[config.mk]
export PLATFORM = sky130hd
export DESIGN_NAME = sfg_add_timing
export DESIGN_NICKNAME = d
export VERILOG_FILES = /design/src/rtl/sfg_pkg.sv /design/src/rtl/sfg_slot_counter.sv /design/src/rtl/sfg_slot_decode.sv /design/src/rtl/sfg_add_stage.sv /design/src/rtl/sfg_add_timing.sv
export SDC_FILE = /design/constraint.sdc
export NUM_CORES = 1
export LEC_CHECK = 0
export BUFFER_PORTS_ARGS = -buffer_cell sky130_fd_sc_hd__buf_4
export CAP_MARGIN = 15
export CORE_AREA = 2 2 114 116
export DETAILED_ROUTE_END_ITERATION = 10
export DIE_AREA = 0 0 116 118
export HOLD_SLACK_MARGIN = 0.02
export PLACE_DENSITY = 0.46
export SLEW_MARGIN = 20
export SYNTH_ARGS = -nofsm -noshare
export SYNTH_HDL_FRONTEND = slang
export SYNTH_SLANG_ARGS = --single-unit
[constraint.sdc]
create_clock -name clk -period 22.4 [get_ports clk]
set_input_delay 4.48 -clock clk [delete_from_list [all_inputs] [get_ports clk]]
set_output_delay 4.48 -clock clk [all_outputs]
set_load 0.03 [all_outputs]
[src/rtl/sfg_pkg.sv]
package sfg_pkg;

  typedef enum logic [1:0] {
    TM_DROP   = 2'd0,
    TM_EXT    = 2'd1,
    TM_ADDBUS = 2'd2
  } tmode_e;

  function automatic tmode_e decode_mode(logic add_sel, logic drop_sel);
    if (add_sel)  return TM_ADDBUS;
    if (drop_sel) return TM_DROP;
    return TM_EXT;
  endfunction

  // offsets outside the frame count as zero
  function automatic int clamp_offset(int off, int slots);
    return (off >= slots) ? 0 : off;
  endfunction

  function automatic int after_slot(int s, int slots);
    return (s + 1 >= slots) ? 0 : s + 1;
  endfunction

  function automatic int row_of(int s, int cols, int rows);
    int r;
    r = 0;
    for (int i = 1; i < rows; i++)
      if (s >= i * cols) r = i;
    return r;
  endfunction

  function automatic int col_of(int s, int cols, int rows);
    return s - row_of(s, cols, rows) * cols;
  endfunction

  // J1 slot for pointer 0 or the high pointer value
  function automatic int j1_slot(bit high, int cols, int rows, int toh,
                                 int ptr_row, int ptr_high, int step);
    int span, off, r, c;
    span = cols - toh;
    off  = high ? ptr_high * step : 0;
    r    = (ptr_row + off / span) % rows;
    c    = toh + off % span;
    return r * cols + c;
  endfunction

endpackage

[src/rtl/sfg_slot_counter.sv]
module sfg_slot_counter
  import sfg_pkg::*;
#(
  parameter int COLS = 270,
  parameter int ROWS = 9,
  localparam int SLOTS = COLS * ROWS,
  localparam int SW = $clog2(SLOTS),
  localparam int CW = $clog2(COLS)
) (
  input  logic          clk,
  input  logic          rst_n,
  input  logic          load,
  input  logic [SW-1:0] load_slot,
  output logic [SW-1:0] slot,
  output logic [CW-1:0] col,
  output logic          frame_end
);

  assign frame_end = (slot == SW'(SLOTS - 1));

  always_ff @(posedge clk) begin
    if (!rst_n) begin
      slot <= '0;
      col  <= '0;
    end else if (load) begin
      slot <= load_slot;
      col  <= CW'(col_of(int'(load_slot), COLS, ROWS));
    end else if (frame_end) begin
      slot <= '0;
      col  <= '0;
    end else begin
      slot <= slot + 1'b1;
      col  <= (col == CW'(COLS - 1)) ? '0 : col + 1'b1;
    end
  end

endmodule

[src/rtl/sfg_slot_decode.sv]
module sfg_slot_decode
  import sfg_pkg::*;
#(
  parameter int COLS = 270,
  parameter int ROWS = 9,
  parameter int TOH_COLS = 9,
  parameter int PTR_ROW = 3,
  parameter int PTR_HIGH = 522,
  parameter int PTR_STEP = 3,
  localparam int SLOTS = COLS * ROWS,
  localparam int SW = $clog2(SLOTS),
  localparam int CW = $clog2(COLS),
  localparam int J1_LOW  = j1_slot(1'b0, COLS, ROWS, TOH_COLS, PTR_ROW, PTR_HIGH, PTR_STEP),
  localparam int J1_HIGH = j1_slot(1'b1, COLS, ROWS, TOH_COLS, PTR_ROW, PTR_HIGH, PTR_STEP)
) (
  input  logic [SW-1:0] slot,
  input  logic [CW-1:0] col,
  input  logic          ptr_high_sel,
  output logic          is_c1,
  output logic          is_j1,
  output logic          in_toh
);

  assign is_c1  = (slot == '0);
  assign is_j1  = ptr_high_sel ? (slot == SW'(J1_HIGH)) : (slot == SW'(J1_LOW));
  assign in_toh = (col < CW'(TOH_COLS));

endmodule

[src/rtl/sfg_add_stage.sv]
module sfg_add_stage #(
  parameter int DW = 8
) (
  input  logic          clk,
  input  logic          rst_n,
  input  logic          clear_live,
  input  logic          c1_now,
  input  logic          c1j1_now,
  input  logic          spe_ind_now,
  input  logic          payload_now,
  input  logic          j1_now,
  input  logic [DW-1:0] din,
  output logic          c1_out,
  output logic          c1j1_out,
  output logic          spe_out,
  output logic          add_en_out,
  output logic [DW-1:0] dout,
  output logic          par_out
);

  logic          live;
  logic          en_now;
  logic [DW-1:0] data_nxt;

  assign en_now   = payload_now & (live | j1_now);
  assign data_nxt = en_now ? din : '0;

  always_ff @(posedge clk) begin
    if (!rst_n) begin
      live       <= 1'b0;
      c1_out     <= 1'b0;
      c1j1_out   <= 1'b0;
      spe_out    <= 1'b0;
      add_en_out <= 1'b0;
      dout       <= '0;
      par_out    <= 1'b1;
    end else begin
      live       <= clear_live ? 1'b0 : (live | j1_now);
      c1_out     <= c1_now;
      c1j1_out   <= c1j1_now;
      spe_out    <= spe_ind_now;
      add_en_out <= en_now;
      dout       <= data_nxt;
      par_out    <= ~^data_nxt;
    end
  end

endmodule

[src/rtl/sfg_add_timing.sv]
module sfg_add_timing
  import sfg_pkg::*;
#(
  parameter int COLS = 270,
  parameter int ROWS = 9,
  parameter int TOH_COLS = 9,
  parameter int PTR_ROW = 3,
  parameter int PTR_HIGH = 522,
  parameter int PTR_STEP = 3,
  parameter int DW = 8,
  localparam int SLOTS = COLS * ROWS,
  localparam int SW = $clog2(SLOTS),
  localparam int CW = $clog2(COLS)
) (
  input  logic          clk,
  input  logic          rst_n,
  input  logic          tm_add_sel,
  input  logic          tm_drop_sel,
  input  logic          ptr_high_sel,
  input  logic          drop_c1,
  input  logic          ext_c1,
  input  logic [SW-1:0] ref_offset,
  input  logic          add_c1j1_in,
  input  logic          add_spe_in,
  input  logic [DW-1:0] add_data_in,
  output logic          c1_out,
  output logic          c1j1_out,
  output logic          spe_out,
  output logic          add_en_out,
  output logic [DW-1:0] add_data_out,
  output logic          parity_out
);

  tmode_e        req_mode, mode_q, eff_mode;
  logic          mode_valid;
  logic          frame_end, mode_switch;
  logic          gen_mode, ref_load, at_slot_zero;
  logic          bus_frame, bus_j1;
  logic [SW-1:0] slot, load_slot;
  logic [CW-1:0] col;
  logic          is_c1, is_j1, in_toh;

  // mode selection, deferred to the frame boundary
  assign req_mode    = decode_mode(tm_add_sel, tm_drop_sel);
  assign eff_mode    = mode_valid ? mode_q : req_mode;
  assign mode_switch = mode_valid && frame_end && (req_mode != mode_q);
  assign gen_mode    = (eff_mode != TM_ADDBUS);

  always_ff @(posedge clk) begin
    if (!rst_n) begin
      mode_q     <= TM_DROP;
      mode_valid <= 1'b0;
    end else if (!mode_valid || mode_switch) begin
      mode_q     <= req_mode;
      mode_valid <= 1'b1;
    end
  end

  // frame reference selection
  assign bus_frame = add_c1j1_in & ~add_spe_in;
  assign bus_j1    = add_c1j1_in &  add_spe_in;
  assign ref_load  = ((eff_mode == TM_DROP) & drop_c1) |
                     ((eff_mode == TM_EXT)  & ext_c1)  |
                     ((eff_mode == TM_ADDBUS) & bus_frame);
  assign load_slot = (eff_mode == TM_ADDBUS) ? SW'(1)
                   : SW'(after_slot(clamp_offset(int'(ref_offset), SLOTS), SLOTS));
  assign at_slot_zero = (slot == '0);

  sfg_slot_counter #(.COLS(COLS), .ROWS(ROWS)) u_cnt (
    .clk       (clk),
    .rst_n     (rst_n),
    .load      (ref_load),
    .load_slot (load_slot),
    .slot      (slot),
    .col       (col),
    .frame_end (frame_end)
  );

  sfg_slot_decode #(
    .COLS(COLS), .ROWS(ROWS), .TOH_COLS(TOH_COLS),
    .PTR_ROW(PTR_ROW), .PTR_HIGH(PTR_HIGH), .PTR_STEP(PTR_STEP)
  ) u_dec (
    .slot         (slot),
    .col          (col),
    .ptr_high_sel (ptr_high_sel),
    .is_c1        (is_c1),
    .is_j1        (is_j1),
    .in_toh       (in_toh)
  );

  sfg_add_stage #(.DW(DW)) u_out (
    .clk         (clk),
    .rst_n       (rst_n),
    .clear_live  (mode_switch),
    .c1_now      (gen_mode & is_c1),
    .c1j1_now    (gen_mode & (is_c1 | is_j1)),
    .spe_ind_now (gen_mode & ~in_toh),
    .payload_now (gen_mode ? ~in_toh : add_spe_in),
    .j1_now      (gen_mode ? is_j1 : bus_j1),
    .din         (add_data_in),
    .c1_out      (c1_out),
    .c1j1_out    (c1j1_out),
    .spe_out     (spe_out),
    .add_en_out  (add_en_out),
    .dout        (add_data_out),
    .par_out     (parity_out)
  );

endmodule

# Word level (Yosys, flattened, before mapping)
# Index checks and enable logic that the tools add are counted.
# W data, S select, Z words.
# op_classes
add_sub_neg	4
shift	0
order_cmp	11
reduce_logical	8
n_eq_ne	8
mux	30
div_mod_pow	0
n_bitwise	16
mul	1
# op_table
op	count
$mux W32	2
$mux W12	5
$ge A12 B11 Y1 const B	4
$mul A32 B9 Y8 const B	1
$mux W9	3
$ge A12 B10 Y1 const B	2
$ge A12 B12 Y1 const B	2
$mux W2	7
$add A12 B1 Y13 const B	1
$ge A13 B12 Y1 const B	1
$add A12 B1 Y12 const B	1
$eq A12 B10 Y1 const B	1
$eq A12 B12 Y1 const B	1
$eq A12 B4 Y1 const B	1
$ge A12 B9 Y1 const B	1
$logic_not A12 Y1	1
$mux W3	4
$add A9 B1 Y9 const B	1
$and A1 B1 Y1	9
$eq A9 B9 Y1 const B	1
$lt A9 B4 Y1 const B	1
$sub A9 B9 Y9	1
$mux W8	1
$reduce_xnor A8 Y1	1
other kinds (13)	25
# word_totals
word_cells	89
register_bits	38
mem_count	0
ramBits	0
in_bits	29
rom_bits	0
latch_bits	0

# Longest topological paths before layout
# Gate-level depths: netlist (run 1).
# depth
word_depth	21
depth_mapped	35

# By module
# From an unflattened synthesis (run 1), not the netlist that was laid out.
# hier_totals
cells_unflattened	392
area_unflattened_um2	3196.8
# modules_own_cells
mod	n_inst	seq_area_each_um2	cells_per_inst	area_each_um2
sfg_slot_counter	1	420.4	234	1881.8
sfg_add_timing	1	60.1	106	790.8
sfg_add_stage	1	280.3	37	439.2
sfg_slot_decode	1	0.0	15	85.1

# Least setup slack after synthesis (run 1)
# No wires, ideal clock.
# synth_timing
kind	input to register
startpoint	input ref_offset[7]
endpoint	register u_cnt.col[8]
arrival_ps	10697
path_buffers	2
path_stages	30
required_time_ps	22338
slack_ps	11641
path_cell_list	or4b_4 -> buf_6 -> or4_4 -> and3_2 -> ha_1 -> buf_4 -> nand3_1 -> xor2_1 -> nor3_1 -> o211ai_2 -> o31ai_2 -> nor2_1 -> o41ai_2 -> a21oi_2 -> nor2_1 -> nor2_1 -> ha_1 -> ha_1 -> inv_1 -> fa_1 -> inv_1 -> ha_1 -> xnor2_1 -> ha_1 -> o21a_1 -> a21oi_1 -> a2111oi_0 -> nor2_1 -> or4_1 -> nand3_1
# synth_between
elab_chain_len	20
elab_cells_between_ends	27
# synth_rtl
element	line	text
start: declaration	sfg_add_timing.sv:22	input logic [SW-1:0] ref_offset,
$ge A12 B12 Y1	sfg_pkg.sv:17	return (off >= slots) ? 0 : off;
$mux W12 (*)	sfg_pkg.sv:17	
$add A12 B1 Y13 (*)	sfg_pkg.sv:21	return (s + 1 >= slots) ? 0 : s + 1;
$ge A13 B12 Y1	sfg_pkg.sv:21	
$mux W12 (*)	sfg_pkg.sv:21	
$mux W12 (*)	sfg_add_timing.sv:65	assign load_slot = (eff_mode == TM_ADDBUS) ? SW'(1)
$ge A12 B9 Y1	sfg_pkg.sv:28	if (s >= i * cols) r = i;
$mux W1	sfg_pkg.sv:28	
$mux W2 (2 in a row)	sfg_pkg.sv:28	
$mux W3 (4 in a row)	sfg_pkg.sv:28	
$mux W4	sfg_pkg.sv:28	
$mux W32	sfg_slot_counter.sv:25	end else if (load) begin
$mux W32	sfg_slot_counter.sv:22	if (!rst_n) begin
$mul A32 B9 Y8	sfg_pkg.sv:33	return s - row_of(s, cols, rows) * cols;
$sub A9 B9 Y9 (*)	sfg_pkg.sv:33	
$mux W9 (*)	sfg_slot_counter.sv:25	
end signal: assignment	sfg_slot_counter.sv:27	col <= CW'(col_of(int'(load_slot), COLS, ROWS));
end signal: assignment	sfg_slot_counter.sv:33	col <= (col == CW'(COLS - 1)) ? '0 : col + 1'b1;
end: declaration	sfg_slot_counter.sv:15	output logic [CW-1:0] col,
# Mark *: on every way between the ends. The rest lies on a longest branch, timed or not. The select of a mux whose other input is x is not followed.
# A chain may end at the register's enable or synchronous reset.

# Final worst setup path (run 1)
# Ends and elaborated chain as after synthesis.

==> results by group, run 1 <==
Clock network
  – Post-CTS Resized: 0
  – TritonCTS buffer count: 5
  – Postcts setup bufs: 0
  – CTS tree: built
  – Total number of H-tree levels: 2
  – Root cell of the clock tree: sky130_fd_sc_hd__clkbuf_16
  – Post-CTS Hold Buffers: 0
  – Insertion delay of the later-clocked pin in the worst-skew pair: 280 ps
  – Clock edge transition at the registers on the reported setup and hold paths: 60 ps
  – Buffer depth of the longest clock path: 2
  – Count of clock tree sinks: 38

Route
  – Pre-antenna DRT Iters: 5
  – Number of nets with antenna violations after routing: 0
  – Total number of vias: 3708
  – Vias per cell: 5.44
  – Total wirelength of the detailed-routed design: 10600 µm
  – DRC errors left: 0
  – Violation count after the first detailed-route iteration: 376
  – Routed len/inst: 15.5 µm

Worst setup path
  – Max FO, Critical Path: 13
  – Critical Path End Type: flip-flop
  – Max incr delay on CP: 610 ps
  – Worst setup path class: input port to flip-flop
  – Slowest-stage cell, CP: sky130_fd_sc_hd__or4b_4
  – Critical Path Start Type: input port
  – Endpoint arrival time on the critical path: 11720 ps
  – Most frequent cell on the critical path: sky130_fd_sc_hd__ha_1
  – Worst EP required: 22630 ps

Global route
  – Combined global-route utilization of all metal layers: 0.157
  – Global-route wire length before repair: 17600 µm
  – Vias in the first global route: 3641
  – Maximum number of pins on one net before global-route repair: 31
  – GRT Residual Overflow: 0
  – Antenna violations before repair: 0

Final layout
  – Fraction of final layout cells sized beyond drive strength 1: 0.165
  – Number of diodes: 0
  – Number of nets in the layout: 558
  – Commonest cells after routing, fill and taps aside: sky130_fd_sc_hd__nor2_1 (62), sky130_fd_sc_hd__buf_4 (44), sky130_fd_sc_hd__dfxtp_1 (38), sky130_fd_sc_hd__nand2_1 (31), sky130_fd_sc_hd__a21oi_1 (31)
  – Most frequent standard cell in the layout excluding fill and tap cells: sky130_fd_sc_hd__nor2_1
  – Area growth from synthesis to final layout: 16.9%

Timing
  – Count of endpoints failing hold in the final timing report: 0
  – Crit share post-route: 0.513
  – Slew Limit Headroom: 0.375
  – Worst slew pin tran: 937 ps
  – Setup violations, final: 0
  – Fin Clk Skew: 6.17 ps
  – Setup TNS after final layout: 0 ps
  – PnR worst setup slack: 10910 ps
  – Final Max Tran Viols: 0
  – Achievable Freq: 0.0870 GHz
  – Unrepaired setup endpoints after global routing: no
  – Clock period minus final worst setup slack: 11490 ps

Floorplanning
  – Die height: 118 µm
  – Die area: 13700 µm²
  – Initial standard-cell utilization of the core: 0.295
  – Core box area: 12400 µm²
  – Site Rows: 41
  – Width of the die: 116 µm
  – Number of top-level design ports: 42

Synth
  – Post-Syn Area: 3660 µm²
  – Largest area contributor in the netlist: sky130_fd_sc_hd__dfxtp_1
  – Mean post-synth cell area: 7.58 µm²
  – Proportion of netlist area held by the largest area contributor: 0.208
  – Post-synthesis register bit count: 38
  – Area share of fa/ha/maj cells after synthesis: 0.0758
  – Synth unique cells: 79
  – Complex-gate fraction of the synthesized area: 0.234
  – Post-synth net total: 533
  – Dominant synthesized flop cell: sky130_fd_sc_hd__dfxtp_1
  – Post-synthesis sequential area ratio: 0.208
  – Parity-gate share of the synthesized area counting xor and xnor cells: 0.0881
  – Instance count of the mapped netlist: 483
  – Combinational family with the most area after synthesis: simple AND/OR/NAND/NOR gates
  – Largest cells by area after synthesis: sky130_fd_sc_hd__dfxtp_1 (21%), sky130_fd_sc_hd__ha_1 (6.5%), sky130_fd_sc_hd__nor2_1 (6.4%)
  – Share of synthesized area spent on multiplexers: 0.0171
  – Share of synthesized flip-flops with an asynchronous set or reset: 0
  – Post-synth EDFFs: 0
  – Basic-gate share of the synthesized area counting and, or, nand and nor cells: 0.316
  – Yosys warns: 0

Pwr
  – Total power consumption of the routed design: 0.273 mW
  – VDD IR max: 0.0254 mV
  – Static Leakage: 1.67 nW
  – Cell Pwr Density: 63.8 nW/µm²

Place
  – GP Congestion: 0.926
  – Worst setup slack before clock tree synthesis: 10740 ps
  – Dpl hpwl: 8260 µm
  – Port-buffer cells: 41

Hold path
  – Hold crit path type: flip-flop to flip-flop

Run
  – Max-cap violations: 0

Status
  – Outcome: complete, no violations
stage by stage:
stage / cell area (µm²) / cells / utilization / hold slack [ps]
after detailed placement: 4080 / 673 / 0.329 / 525
after global placement: 4080 / 673 / 0.329 / 546
after floorplan: 3660 / 483 / - / 491
final: 4280 / 681 / 0.345 / 543
after CTS: 4280 / 681 / 0.345 / 539
after global routing: 4280 / 681 / 0.345 / 602
registers in the layout, indices dropped and copies added, names as in the netlist:
register	flops
u_cnt.slot	12
u_cnt.col	9
u_out.dout	8
mode_q	2
mode_valid	1
u_out.add_en_out	1
u_out.c1_out	1
u_out.c1j1_out	1
u_out.live	1
u_out.par_out	1
u_out.spe_out	1
Yosys cell counts (all sizes together), types with 4 or more instances:
library cell / instances
nor2: 62
dfxtp: 38
a21oi: 32
nand2: 31
xnor2: 25
inv: 24
nand3: 23
nor3: 21
ha: 19
o21ai: 15
nand4: 14
and2: 13
clkbuf: 13
buf: 12
nor4: 12
xor2: 11
a21o: 10
o211ai: 8
a211oi: 7
a31oi: 7
or4: 6
or2: 5
a2111oi: 4
and3: 4
mux2i: 4
nand3b: 4
nor2b: 4
o31ai: 4
o41ai: 4
cell type report:
type,count,area [µm²]
Timing Repair Buffer,44,330
Fill cell,1350,8130
Multi-Input combinational cell,395,2690
Sequential cell,38,761
Clock inverter,2,60.1
Tap cell,172,215
Inverter,24,90.1
Clock buffer,6,139
logic make-up after synthesis:
group,Yosys count
AO/OA/AOI/OAI,118
multiplexers,6
adder cells (fa/ha/maj),21
flip-flops,38
XOR/XNOR,36
buffers and inverters,50
AND/OR/NAND/NOR,214
worst paths after layout:
kind / startpoint / end / slack [ps] / cells after the start
worst max register to register: mode_valid$_SDFFE_PN0P_ / u_cnt.col[8]$_SDFF_PN0_ / 16900 / 22
worst max-delay path: ref_offset[7] / u_cnt.col[8]$_SDFF_PN0_ / 10910 / 29
worst min register to register: mode_valid$_SDFFE_PN0P_ / u_out.live$_SDFF_PP0_ / 540 / 1
worst min-delay path: mode_valid$_SDFFE_PN0P_ / u_out.live$_SDFF_PP0_ / 540 / 1
critical path: cells and delay by family:
family | cells | cell delay (ps)
AOI/OAI and AO/OA | 7 | 1900
xor gates and xnor gates | 2 | 180
adders and majority gates | 6 | 1620
buffers and inverters | 3 | 260
and+or+nand+nor | 11 | 3280
power by group:
group          total [mW]  switching [mW]  internal [mW]
sequential         0.0816         0.00705         0.0745
combinational      0.0971          0.0566         0.0405
clock              0.0945          0.0276         0.0668
routing by layer:
layer  track usage  wire [µm]
met5             0          0
met4        0.0536        209
met3        0.0232        636
met2         0.264       4960
met1         0.202       4770
No activity file was read; power rests on OpenSTA's default activity.
==> run 2, diff against run 1 <==
--- a/config.mk
+++ b/config.mk
@@ -11,7 +11,7 @@
 export DETAILED_ROUTE_END_ITERATION = 10
 export DIE_AREA = 0 0 116 118
 export HOLD_SLACK_MARGIN = 0.02
-export PLACE_DENSITY = 0.46
+export PLACE_DENSITY = 0.48
 export SLEW_MARGIN = 20
 export SYNTH_ARGS = -nofsm -noshare
 export SYNTH_HDL_FRONTEND = slang
==> constraint.sdc (replaced) <==
create_clock -name clk -period 9.6 [get_ports clk]
set_input_delay 1.92 -clock clk [delete_from_list [all_inputs] [get_ports clk]]
set_output_delay 1.92 -clock clk [all_outputs]
set_load 0.03 [all_outputs]
==> run 2 against run 1 <==
Effect of this change: cell count up 0.29%; design area up 0.35%; first-iteration DRC count fell by 13%; global-route usage hardly changed; sequential share of layout area shrank 0.062 points; hold slack gained 5.7 ps; combinational power grew 140%; clock power grew 130%; flip-flop and latch count stayed put; register-to-register slack got worse by 13000 ps; highest routed layer unchanged.
==> results by group, run 2 (synthesis gave the netlist of run 1 again) <==
Status
  – Outcome: complete, no violations

Timing
  – Worst hold-check slack: 549 ps (+5.66 ps)
  – Count of endpoints failing hold in the final timing report: 0 (unchanged)
  – Slew Limit Headroom: 0.343 (-0.0323)
  – Unrepaired setup endpoints after global routing: no
  – Achievable Freq: 0.112 GHz
  – Clock period minus final worst setup slack: 8910 ps
  – Fin Clk Skew: 3.85 ps (-2.32 ps)
  – Final Max Tran Viols: 0 (unchanged)
  – Crit share post-route: 0.929
  – Worst slew pin tran: 979 ps (+42.5 ps)
  – Setup violations, final: 0 (unchanged)
  – Setup TNS after final layout: 0 ps (unchanged)
  – PnR worst setup slack: 686 ps (-10220 ps)

Final layout
  – Post-route cell area: 4300 µm² (+0.35%)
  – Commonest cells after routing, fill and taps aside: sky130_fd_sc_hd__nor2_1 (62), sky130_fd_sc_hd__buf_4 (46), sky130_fd_sc_hd__dfxtp_1 (38), sky130_fd_sc_hd__nand2_1 (31), sky130_fd_sc_hd__a21oi_1 (31)
  – Number of diodes: 0 (unchanged)
  – Combined area of the multi-input logic cells: 2690 µm² (unchanged)
  – Registers with the highest flip-flop counts: u_cnt.slot: 12 flops, u_cnt.col: 9 flops, u_out.dout: 8 flops
  – Util after Layout: 0.346 (+0.00121)
  – Most frequent standard cell in the layout excluding fill and tap cells: sky130_fd_sc_hd__nor2_1
  – Number of nets in the layout: 560 (+0.36%)
  – Area growth from synthesis to final layout: 17.3%
  – Max reg flops: 12 (unchanged)
  – Sequential cell area: 761 µm² (unchanged)
  – Non-filler cells in the finished layout: 683 (+0.29%)
  – Filler cell count in the final layout: 1340 (-0.74%)
  – Register bank with the most flops: u_cnt.slot
  – Fraction of final layout cells sized beyond drive strength 1: 0.168 (+0.00327)

Route
  – Top routing layer in use: met4
  – Pre-antenna DRT Iters: 5 (unchanged)
  – Number of nets with antenna violations after routing: 0 (unchanged)
  – Total number of vias: 3757 (+1.3%)
  – DRC errors left: 0 (unchanged)
  – Vias per cell: 5.50 (+1.0%)
  – Total met3 wirelength after detailed routing: 579 µm (-9.0%)
  – Violation count after the first detailed-route iteration: 329 (-13%)
  – Total wirelength of the detailed-routed design: 10800 µm (+2.2%)
  – Detailed-routing wirelength on met1: 5070 µm (+6.3%)
  – Routed len/inst: 15.8 µm (+1.9%)
  – Met2 WL post-DR: 4950 µm (-0.30%)

Place
  – Dpl hpwl: 8410 µm (+1.9%)
  – # placed instances: 675 (+0.30%)
  – GP Congestion: 0.970 (+4.8%)
  – Worst setup slack before clock tree synthesis: 530 ps (-10210 ps)
  – Port-buffer cells: 41 (unchanged)
  – Placement Cell Area: 4100 µm² (+0.37%)

Floorplanning
  – Initial standard-cell utilization of the core: 0.295 (unchanged)
  – Site Rows: 41 (unchanged)
  – Die height: 118 µm (unchanged)
  – Die area: 13700 µm² (unchanged)
  – Width of the die: 116 µm (unchanged)
  – Number of top-level design ports: 42 (unchanged)
  – Core box area: 12400 µm² (unchanged)

Worst setup path
  – Worst flop-to-flop path startpoint: mode_valid$_SDFFE_PN0P_
  – Worst R2R Setup Slack: 4070 ps (-12830 ps)
  – Slowest-stage cell, CP: sky130_fd_sc_hd__or4b_4
  – Max incr delay on CP: 610 ps (about the same)
  – Worst setup path class: input port to flip-flop
  – Endpoint arrival time on the critical path: 9140 ps (-2580 ps)
  – Max FO, Critical Path: 13 (unchanged)
  – Worst r2r dst: u_cnt.col[8]$_SDFF_PN0_
  – Critical Path End Type: flip-flop
  – Critical Path Start Type: input port
  – Register-to-Register Path Depth: 23 (+4.5%)
  – Most frequent cell on the critical path: sky130_fd_sc_hd__ha_1
  – Worst EP required: 9820 ps (-12810 ps)

Clock network
  – Post-CTS Resized: 0 (unchanged)
  – Clock edge transition at the registers on the reported setup and hold paths: 60 ps (about the same)
  – Insertion delay of the later-clocked pin in the worst-skew pair: 280 ps (about the same)
  – TritonCTS buffer count: 5 (unchanged)
  – Total number of H-tree levels: 2 (unchanged)
  – Count of clock tree sinks: 38 (unchanged)
  – Buffer depth of the longest clock path: 2 (unchanged)
  – Root cell of the clock tree: sky130_fd_sc_hd__clkbuf_16
  – CTS tree: built
  – Post-CTS Hold Buffers: 0 (unchanged)
  – Postcts setup bufs: 0 (unchanged)

Run
  – Max-cap violations: 0 (unchanged)

Global route
  – Antenna violations before repair: 0 (unchanged)
  – Maximum number of pins on one net before global-route repair: 31 (unchanged)
  – GRT Residual Overflow: 0 (unchanged)
  – Global-route wire length before repair: 17600 µm (+0.16%)
  – Vias in the first global route: 3546 (-2.6%)
  – Combined global-route utilization of all metal layers: 0.157 (about the same)

Pwr
  – VDD IR max: 0.0704 mV (+180%)
  – Cell Pwr Density: 148 nW/µm² (+130%)
  – Total power consumption of the routed design: 0.637 mW (+130%)
  – Static Leakage: 1.67 nW (+0.53%)

Hold path
  – Hold endpoint: u_out.live$_SDFF_PP0_
  – Hold crit path type: flip-flop to flip-flop
  – Hold Crit Depth: 1 (unchanged)
  – Worst hold start: mode_valid$_SDFFE_PN0P_
-- run 2: changes by cell type in the layout (fill, tap and decap cells not counted) --
cell / before / now
sky130_fd_sc_hd__buf_4: 44 / 46
-- run 2: critical path: cells and delay by family --
kind / cells / cell delay, ps
fa+ha+maj: 6 / 1620
simple gates: 12 / 3950
compound gates: 6 / 1190
buf+inv: 3 / 270
xor+xnor: 2 / 190
-- run 2: power by group --
part	switching [mW]	leakage, nW	internal (mW)	total (mW)
clock	0.0622	0.0971	0.156	0.218
sequential	0.0162	0.311	0.174	0.190
combinational	0.133	1.27	0.0954	0.229
total	0.212	1.67	0.425	0.637
-- run 2: final cells by class --
| type | count | area share |
|---|---|---|
| inverters | 24 | 0.0210 |
| flip-flops and latches | 38 | 0.177 |
| clock inverters | 2 | 0.0140 |
| multi-input cells | 395 | 0.625 |
| repair buffers | 46 | 0.0804 |
| well taps | 172 | 0.0501 |
| clock buffers | 6 | 0.0323 |
-- run 2: how the worst max path moves through the flow --
stage	from	end	cells after the start
6_report	ref_offset[7]	u_cnt.col[8]$_SDFF_PN0_	29
5_1_grt	ref_offset[7]	u_cnt.col[8]$_SDFF_PN0_	31
3_3_place_gp	ref_offset[7]	u_cnt.col[8]$_SDFF_PN0_	29
2_1_floorplan	ref_offset[7]	u_cnt.col[8]$_SDFF_PN0_	30
3_5_place_dp	ref_offset[7]	u_cnt.col[8]$_SDFF_PN0_	29
4_1_cts	ref_offset[7]	u_cnt.col[8]$_SDFF_PN0_	29
-- run 2: metal layers --
metal,GRT usage,vias to the layer above
li1,-,1823
met4,0.0469,0
met3,0.0160,20
met5,0,-
met2,0.255,144
met1,0.217,1770
==> run 3, diff against run 2 <==
--- a/config.mk
+++ b/config.mk
@@ -7,11 +7,11 @@
 export LEC_CHECK = 0
 export BUFFER_PORTS_ARGS = -buffer_cell sky130_fd_sc_hd__buf_4
 export CAP_MARGIN = 15
-export CORE_AREA = 2 2 114 116
+export CORE_AREA = 2 2 89 91
 export DETAILED_ROUTE_END_ITERATION = 10
-export DIE_AREA = 0 0 116 118
+export DIE_AREA = 0 0 91 93
 export HOLD_SLACK_MARGIN = 0.02
-export PLACE_DENSITY = 0.48
+export PLACE_DENSITY_LB_ADDON = 0.2
 export SLEW_MARGIN = 20
 export SYNTH_ARGS = -nofsm -noshare
 export SYNTH_HDL_FRONTEND = slang
==> run 3 against run 2 <==
Effect of this change: flip-flop and latch count stayed put; register-to-register slack better by 70 ps; critical path depth is the same; clock skew grew 0.90 ps; critical path type unchanged; critical endpoint unchanged; core utilization up 20 points; maximum frequency rose by 1.5%; sequential share of layout area up 0.86 points; setup slack gained 130 ps; clock power shrank 48%; highest routed layer unchanged; via count down 1.3%.
==> results by group, run 3 (synthesis gave the netlist of run 1 again) <==
Status
  – Outcome: complete, no violations

Timing
  – Count of endpoints failing hold in the final timing report: 0 (unchanged)
  – Unrepaired setup endpoints after global routing: no
  – Clock period minus final worst setup slack: 8780 ps (-131 ps)
  – Setup violations, final: 0 (unchanged)
  – Fin Clk Skew: 4.74 ps (+0.897 ps)
  – Achievable Freq: 0.114 GHz (+1.5%)
  – Worst hold-check slack: 545 ps (-4.16 ps)
  – Slew Limit Headroom: 0.422 (+0.0783)
  – Setup TNS after final layout: 0 ps (unchanged)
  – Worst slew pin tran: 868 ps (-112 ps)
  – PnR worst setup slack: 817 ps (+131 ps)
  – Final Max Tran Viols: 0 (unchanged)
  – Crit share post-route: 0.915 (-0.0136)

Pwr
  – Reported net switching power: 0.204 mW (-3.7%)
  – Static Leakage: 1.62 nW (-3.2%)
  – Power share of the sequential group: 0.359 (+0.061)
  – Switching share of power: 0.385 (+0.0525)
  – Clk network pwr share: 0.215 (-0.127)
  – Logic gate share of total power: 0.426 (+0.067)
  – Total power consumption of the routed design: 0.530 mW (-17%)
  – VDD IR max: 0.0563 mV (-20%)
  – Cell Pwr Density: 129 nW/µm² (-13%)
  – Int Power: 0.326 mW (-23%)

Worst setup path
  – Worst setup path class: input port to flip-flop
  – Slowest-stage cell, CP: sky130_fd_sc_hd__or4b_4
  – Worst EP required: 9830 ps (about the same)
  – Critical Path Start Type: input port
  – Most frequent cell on the critical path: sky130_fd_sc_hd__ha_1
  – Endpoint arrival time on the critical path: 9020 ps (-120 ps)
  – Max FO, Critical Path: 13 (unchanged)
  – Count of buffering cells on the critical path with inverters included: 3 (unchanged)
  – Cell family with the largest share of critical-path delay: simple AND/OR/NAND/NOR gates
  – Critical Path End Type: flip-flop
  – Max incr delay on CP: 610 ps (about the same)

Place
  – Port-buffer cells: 41 (unchanged)
  – Dpl hpwl: 7790 µm (-7.4%)
  – # placed instances: 604 (-11%)
  – Placement Cell Area: 4000 µm² (-2.3%)
  – Worst setup slack before clock tree synthesis: 610 ps (+80.7 ps)
  – GP Congestion: 0.981 (+1.1%)

Clock network
  – TritonCTS buffer count: 5 (unchanged)
  – Post-CTS Hold Buffers: 0 (unchanged)
  – Clock edge transition at the registers on the reported setup and hold paths: 80 ps (+20 ps)
  – Count of clock tree sinks: 38 (unchanged)
  – Total number of H-tree levels: 2 (unchanged)
  – Buffer depth of the longest clock path: 2 (unchanged)
  – Insertion delay of the later-clocked pin in the worst-skew pair: 290 ps (about the same)
  – Postcts setup bufs: 0 (unchanged)
  – CTS tree: built
  – Root cell of the clock tree: sky130_fd_sc_hd__clkbuf_8
  – Post-CTS Resized: 0 (unchanged)

Final layout
  – Max reg flops: 12 (unchanged)
  – Non-filler cells in the finished layout: 612 (-10%)
  – Register bank with the most flops: u_cnt.slot
  – Most frequent standard cell in the layout excluding fill and tap cells: sky130_fd_sc_hd__nor2_1
  – Number of diodes: 0 (unchanged)
  – Fraction of final layout cells sized beyond drive strength 1: 0.167 (-0.00163)
  – Number of nets in the layout: 559 (-0.18%)
  – Util after Layout: 0.544 (+0.198)
  – Post-route cell area: 4100 µm² (-4.6%)
  – Commonest cells after routing, fill and taps aside: sky130_fd_sc_hd__nor2_1 (62), sky130_fd_sc_hd__buf_4 (45), sky130_fd_sc_hd__dfxtp_1 (38), sky130_fd_sc_hd__nand2_1 (31), sky130_fd_sc_hd__a21oi_1 (31)
  – Registers with the highest flip-flop counts: u_cnt.slot: 12 flops, u_cnt.col: 9 flops, u_out.dout: 8 flops
  – Area growth from synthesis to final layout: 11.9%

Route
  – DRC errors left: 0 (unchanged)
  – Total number of vias: 3709 (-1.3%)
  – Pre-antenna DRT Iters: 5 (unchanged)
  – Met2 WL post-DR: 4280 µm (-13%)
  – Vias per cell: 6.06 (+10%)
  – Number of nets with antenna violations after routing: 0 (unchanged)
  – Total met3 wirelength after detailed routing: 698 µm (+21%)
  – Total wirelength of the detailed-routed design: 9950 µm (-8.0%)
  – Routed len/inst: 16.3 µm (+2.7%)
  – Violation count after the first detailed-route iteration: 318 (-3.3%)
  – Top routing layer in use: met4
  – Detailed-routing wirelength on met1: 4780 µm (-5.8%)

Floorplanning
  – Die area: 8460 µm² (-38%)
  – Core box area: 7530 µm² (-39%)
  – Initial standard-cell utilization of the core: 0.487 (+0.192)
  – Width of the die: 91 µm (-22%)
  – Die height: 93 µm (-21%)
  – Site Rows: 32 (-22%)
  – Number of top-level design ports: 42 (unchanged)

Global route
  – Global-route wire length before repair: 17200 µm (-2.7%)
  – Vias in the first global route: 3543 (-0.085%)
  – Combined global-route utilization of all metal layers: 0.244 (+0.0874)
  – GRT Residual Overflow: 0 (unchanged)
  – Antenna violations before repair: 0 (unchanged)
  – Maximum number of pins on one net before global-route repair: 31 (unchanged)

Hold path
  – Hold crit path type: flip-flop to flip-flop

Run
  – Max-cap violations: 0 (unchanged)
run 3: path summary, 6_finish.rpt:
kind | startpoint | end | slack (ps) | cells after the start
worst min-delay path | mode_valid$_SDFFE_PN0P_ | u_out.live$_SDFF_PP0_ | 540 | 1
worst max-delay path | ref_offset[7] | u_cnt.col[8]$_SDFF_PN0_ | 820 | 29
worst max register to register | mode_valid$_SDFFE_PN0P_ | u_cnt.col[8]$_SDFF_PN0_ | 4140 | 23
worst min register to register | mode_valid$_SDFFE_PN0P_ | u_out.live$_SDFF_PP0_ | 540 | 1
run 3: area by class of cell:
| cell class | count | area (µm²) |
|---|---|---|
| timing repair buffer | 45 | 338 |
| clock buffer | 6 | 82.6 |
| sequential | 38 | 761 |
| fill | 726 | 3430 |
| clock inverter | 2 | 12.5 |
| inverter | 24 | 90.1 |
| tap | 102 | 128 |
| multi-input combinational | 395 | 2690 |
run 3: power by group through the flow:
stage / Sequential [mW] / Clock, mW / Combinational (mW)
6_report: 0.190 / 0.114 / 0.225
5_1_grt: 0.192 / 0.124 / 0.254
3_5_place_dp: 0.193 / 0 / 0.222
4_1_cts: 0.190 / 0.115 / 0.224
3_3_place_gp: 0.193 / 0 / 0.223
2_1_floorplan: 0.197 / 0 / 0.161
run 3: metal layers:
| metal | track usage | vias up |
|---|---|---|
| met5 | 0 | - |
| met4 | 0.0644 | 0 |
| met3 | 0.0411 | 26 |
| met2 | 0.384 | 151 |
| met1 | 0.347 | 1712 |
| li1 | - | 1820 |
